===== config.mk =====
export PLATFORM = sky130hd
export DESIGN_NAME = sreg_store16
export DESIGN_NICKNAME = d
export VERILOG_FILES = /design/src/rtl/sreg_store_pkg.sv /design/src/rtl/sreg_rise_det.sv /design/src/rtl/sreg_shift_core.sv /design/src/rtl/sreg_store_latch.sv /design/src/rtl/sreg_store16.sv
export SDC_FILE = /design/constraint.sdc
export NUM_CORES = 1
export LEC_CHECK = 0
export CORE_UTILIZATION = 51
export CTS_CLUSTER_SIZE = 20
export DETAILED_ROUTE_END_ITERATION = 12
export PLACE_DENSITY = 0.73
export SYNTH_ARGS = -nofsm -noshare
export SYNTH_HDL_FRONTEND = slang
export SYNTH_SLANG_ARGS = --single-unit

===== constraint.sdc =====
create_clock -name clk -period 1.45 [get_ports clk]
set_input_delay 0.435 -clock clk [delete_from_list [all_inputs] [get_ports clk]]
set_output_delay 0.435 -clock clk [all_outputs]
set_load 0.03 [all_outputs]

===== src/rtl/sreg_store_pkg.sv =====
package sreg_store_pkg;
  typedef enum logic [1:0] {
    SR_HOLD  = 2'd0,
    SR_SHIFT = 2'd1,
    SR_LOAD  = 2'd2
  } sr_op_e;
endpackage


===== src/rtl/sreg_rise_det.sv =====
module sreg_rise_det #(
  parameter int N = 2
) (
  input  logic         clk,
  input  logic         rst_n,
  input  logic [N-1:0] din,
  output logic [N-1:0] rise
);
  for (genvar g = 0; g < N; g++) begin : g_det
    logic prev_q;
    // reset high so a level already high at reset release is not an edge
    always_ff @(posedge clk or negedge rst_n) begin
      if (!rst_n) prev_q <= 1'b1;
      else        prev_q <= din[g];
    end
    assign rise[g] = din[g] & ~prev_q;
  end
endmodule


===== src/rtl/sreg_shift_core.sv =====
module sreg_shift_core
  import sreg_store_pkg::*;
#(
  parameter int W = 16
) (
  input  logic         clk,
  input  logic         rst_n,
  input  sr_op_e       op,
  input  logic         fill,
  input  logic [W-1:0] load_val,
  output logic [W-1:0] q
);
  always_ff @(posedge clk or negedge rst_n) begin
    if (!rst_n) begin
      q <= '0;
    end else begin
      unique case (op)
        SR_SHIFT: q <= {q[W-2:0], fill};
        SR_LOAD:  q <= load_val;
        default:  q <= q;
      endcase
    end
  end
endmodule


===== src/rtl/sreg_store_latch.sv =====
module sreg_store_latch #(
  parameter int W = 16
) (
  input  logic         clk,
  input  logic         rst_n,
  input  logic         clr_n,
  input  logic         capture,
  input  logic [W-1:0] d,
  output logic [W-1:0] q
);
  always_ff @(posedge clk or negedge rst_n) begin
    if (!rst_n)       q <= '0;
    else if (!clr_n)  q <= '0;
    else if (capture) q <= d;
  end
endmodule


===== src/rtl/sreg_store16.sv =====
module sreg_store16
  import sreg_store_pkg::*;
#(
  parameter int W = 16
) (
  input  logic         clk,
  input  logic         rst_n,
  input  logic         cs_n,
  input  logic         rd_wr,
  input  logic         shclk,
  input  logic         mode_stclk,
  input  logic         clr_n,
  input  logic         ser_in,
  output logic         ser_out,
  output logic         ser_oe,
  output logic [W-1:0] par_out
);
  localparam int NEDGE = 2;
  localparam int MSB   = W - 1;

  logic [NEDGE-1:0] rise_v;
  logic             sh_rise;
  logic             st_rise;
  logic             fill_bit;
  logic             capture;
  sr_op_e           op;
  logic [W-1:0]     sr_q;
  logic [W-1:0]     latch_q;

  sreg_rise_det #(.N(NEDGE)) u_edges (
    .clk  (clk),
    .rst_n(rst_n),
    .din  ({mode_stclk, shclk}),
    .rise (rise_v)
  );

  assign sh_rise = rise_v[0];
  assign st_rise = rise_v[1];

  always_comb begin
    op = SR_HOLD;
    if (!cs_n && sh_rise) op = (rd_wr && mode_stclk) ? SR_LOAD : SR_SHIFT;
  end

  // line is driven out in read mode, so nothing is sampled from it
  assign fill_bit = rd_wr ? 1'b0 : ser_in;
  assign capture  = !cs_n && !rd_wr && st_rise;

  sreg_shift_core #(.W(W)) u_shift (
    .clk     (clk),
    .rst_n   (rst_n),
    .op      (op),
    .fill    (fill_bit),
    .load_val(latch_q),
    .q       (sr_q)
  );

  sreg_store_latch #(.W(W)) u_latch (
    .clk    (clk),
    .rst_n  (rst_n),
    .clr_n  (clr_n),
    .capture(capture),
    .d      (sr_q),
    .q      (latch_q)
  );

  assign ser_out = sr_q[MSB];
  assign ser_oe  = !cs_n && rd_wr;
  assign par_out = latch_q;
endmodule


Word-level counts from Yosys, hierarchy flattened
Cells that the tools add are included.

cells by class
  mux-type cells = 6
  bitwise operators = 4
  reductions and logical operators = 8
  eq/ne operators = 3

operators by type and width
  cell                number
  $mux 16             2
  $pmux 16 s2         1
  $logic_and 1x1->1   5
  $mux 2              2
  $and 1x1->1         2
  $eq 2x1->1 const B  1
  $eq 2x2->1 const B  1
  $logic_not 1->1     2
  $ne 2x1->1 const B  1
  $not 1->1           2
  $reduce_bool 2->1   1
  $mux 1              1

word-level totals
  flip-flop bits (word level) = 34
  word-level logic and storage cells = 25
  output and inout bits = 18
  bits of input ports = 8

Longest topological paths before layout
Gate-level depths: netlist of the first run.

  depth after elaboration = 6
  gate-level depth with buffers = 5

Hierarchy
A second synthesis of the first run with hierarchy kept.

unflattened totals
  cell total of the unflattened synthesis = 133
  area, all modules = 1584.0 um2

by module, submodules not included
  module            cells each  area an instance (um2)  instances
  sreg_shift_core   71          762.0                   1
  sreg_store_latch  51          695.7                   1
  sreg_rise_det     4           80.1                    1
  sreg_store16      7           46.3                    1

Least setup slack after synthesis of the first run
No wires, ideal clock.

  path type = input port to flip-flop
  start = in rd_wr
  end = reg u_latch.q[15]
  required time = 1329 ps
  stages = 5
  arrival = 1332 ps
  buffers on the path = 2
  slack = -3 ps
  cell sequence = or4b_1 buf_2 buf_6 nand2_1 a21boi_1

on the way
  word-level cells in the longest chain between the ends = 4

ends and longest elaborated chain
  element                         line                    text
  start, declared                 sreg_store16.sv:9       input logic rd_wr,
  $logic_not 1->1                 sreg_store16.sv:47      assign capture = !cs_n && !rd_wr && st_rise;
  $logic_and 1x1->1 (2 in a row)  sreg_store16.sv:47
  $ne 2x1->1 (no source line)     -
  end signal, assigned            sreg_store_latch.sv:12  if (!rst_n) q <= '0;
  end signal, assigned            sreg_store_latch.sv:13  else if (!clr_n) q <= '0;
  end signal, assigned            sreg_store_latch.sv:14  else if (capture) q <= d;
  end, declared                   sreg_store_latch.sv:9   output logic [W-1:0] q

Every way passes these cells.
A chain may end at the register's enable or synchronous reset.

Final worst setup path of the first run
  start = in rd_wr
  end = out ser_oe

on the way
  word-level cells in the longest chain between the ends = 1

ends and longest elaborated chain
  element            line                text
  $logic_and 1x1->1  sreg_store16.sv:68  assign ser_oe = !cs_n && rd_wr;
  end, declared      sreg_store16.sv:15  output logic ser_oe,

Every way passes these cells.

==> results of run 1 <==
-- where the power goes --
| group | total, mW | switching, mW | internal (mW) |
|---|---|---|---|
| registers | 1.17 | 0.100 | 1.07 |
| clock network | 0.495 | 0.302 | 0.193 |
| logic | 0.402 | 0.210 | 0.192 |
-- flip-flops by register name, indices dropped and copies added (netlist names) --
name / count
u_latch.q: 16
u_edges.g_det.prev_q: 2
u_shift.q: 16
-- metal layers --
metal,track usage [%],wire length [microns]
met4,11.1,72
met1,29.1,1510
met5,0,0
met2,37.1,1600
met3,5.81,123
-- what timing repair did --
action,CTS,global route
gates resized for setup,9,14
pin swaps,3,0
cloned,0,1
setup buffers,1,0
setup endpoints to repair,30,22
-- final cells by class --
| class | instances | area [sq um] |
|---|---|---|
| multi-input cells | 103 | 628 |
| clock buffers | 8 | 48.8 |
| flip-flops and latches | 34 | 853 |
| well taps | 31 | 38.8 |
| repair buffers | 39 | 358 |
| fillers | 231 | 831 |
-- stage by stage --
stage / TNS [ps] / setup WS [ps] / hold WS (ps) / total power, mW / cells
finish: 0 / 43.8 / 410 / 2.07 / 215
global route: 0 / 19.7 / 399 / 2.18 / 215
CTS: -52.2 / -27.8 / 460 / 2.07 / 214
detailed placement: -13850 / -501 / 538 / 1.58 / 205
global placement: -12720 / -458 / 525 / 1.55 / 205
floorplan: 0 / 6.88 / 139 / 1.40 / 144
-- critical path: stages --
cell	delay, ps
clkbuf_4	140
buf_4	150
nor2b_4	120
buf_6	130
-- worst min-delay path by stage --
stage,start,to
2_1_floorplan,rst_n,u_latch.q[0]
3_3_place_gp,u_shift.q[6],u_latch.q[6]
3_5_place_dp,u_latch.q[3],u_latch.q[3]
4_1_cts,rst_n,u_shift.q[11]
5_1_grt,mode_stclk,u_edges.g_det[1].prev_q
6_report,mode_stclk,u_edges.g_det[1].prev_q
-- synthesized netlist by cell type --
master,n,share of area [%]
nor4b_4,1,1.6
buf_2,2,0.67
a21boi_0,6,3.0
a21boi_1,10,5.0
nor2_1,16,4.0
clkbuf_1,4,1.0
nor3b_2,1,0.84
a31oi_1,1,0.42
buf_6,1,0.75
or4b_1,1,0.67
nor2b_1,2,0.84
dfrtp_1,32,54
a21oi_1,16,5.4
dfstp_2,2,3.5
buf_4,1,0.50
nand2_1,33,8.3
mux2i_1,15,10
-- kinds of logic (layout without fill, tap and decap cells) --
kind of cell | Yosys count | after routing
compound gates | 33 | 33
buf+inv | 8 | 47
mux | 15 | 15
simple gates | 54 | 55
flops | 34 | 34
==> impl_metrics.ini, run 1 <==
[status]
status = complete, no violations

[drt]
drt_iter0_markers = 28
via_per_inst = 5.49
ant_nets = 0
wl_per_cell_microns = 15.4
num_vias = 1181
drc = 0
wl_mm = 3.30
firstDrtPassIters = 4

[floorplanning]
coreArea_sq_um = 2760
io-pin-count = 26
die_w_microns = 56.2
die-area_sq_um = 3160
chipHeight_microns = 56.2
fp-row-count = 19
start_util_pct = 54.3

[clocking]
root_buffer = clkbuf_4
clk_latency_ps = 340
cts_tree = yes
cts_sinks = 34
cts_buffers = 5
clockBufferDepth = 2
clk_pin_slew_worst_paths_ps = 100
htreeDepth = 2
cts-hold-fix-buffers = 0

[layout]
fin_area_sq_um = 1930
drive_above_1_share_pct = 25.5
fin_util_pct = 69.9
final_common_cell = nand2_1
most-common-layout-cells = 33 x nand2_1, 32 x dfrtp_1, 25 x buf_4
antenna_cells = 0
areaGrowthSynthToFinish_pct = 28.8
final_nets = 191

[pwr]
power.density_nw_per_um2 = 1070
p_leak_nw = 0.930
vdd_drop_max_uv = 818

[worst_hold_path]
worstHoldPathCells = 2
hold_class = in2reg

[placement]
port_buffers = 25
dp_hpwl_mm = 2.04
place_area_sq_um = 1840
gp_congestion = 0.694

[grt]
grt_start_max_net_pins = 35
grt_first_pass_wirelength_mm = 5.46
grt.total_usage_pct = 23.1
overflow = 0
grt_pass1_vias = 1203
antenna_found_initial = 0

[yosys]
yosysWarnings = 0
synthSimpleGateAreaFrac_pct = 16.2
syn-num-nets = 152
synth_seq_cells = 34
netlist_area_sq_um = 1500
synthAdderAreaFrac_pct = 0
synthXorXnorAreaFrac_pct = 0
synthCells = 144
yosysSeqAreaShare_pct = 57.0
ys_types = 17
muxShareOfSynthArea_pct = 10.0
synth_compound_area_share_pct = 13.8
syn_avg_cell_area_sq_um = 10.4
synth_top_family_by_area = simple AND/OR/NAND/NOR gates

[worst_setup_path]
crit_arrival_ps = 970
timing.critical_path.from = rd_wr
reg2reg_slack_ps = 190
reg2reg_depth = 3
crit_end = ser_oe
worstReg2RegStart = u_edges.g_det[1].prev_q
reg2reg_to = u_latch.q[12]
crit_path_end_kind = output port
startpoint_type = primary input
critPathKind = in2out
cp.required_ps = 1020
critPathMaxFanout = 4

[sta]
setup_viol = 0
rsz0062_at_grt = false
post-route-period-util_pct = 97.0
finClkSkew_ps = 3.38
maxSlewViolCount = 0
fin_crit_ps = 1410
hold_viol_final = 0
worst_slew_margin_rel_pct = 79.4
worst_slew_pin_slew_ps = 307
max_freq_mhz = 711

[flow_run]
maxCapViolCount = 0
Power figures use the tool's default switching activity.
==> run 2, diff against run 1 <==
HOLD_SLACK_MARGIN = 0.02   (was unset)
==> results of run 2 <==
The final DEF is identical to that of run 1; final timing and power are the same.
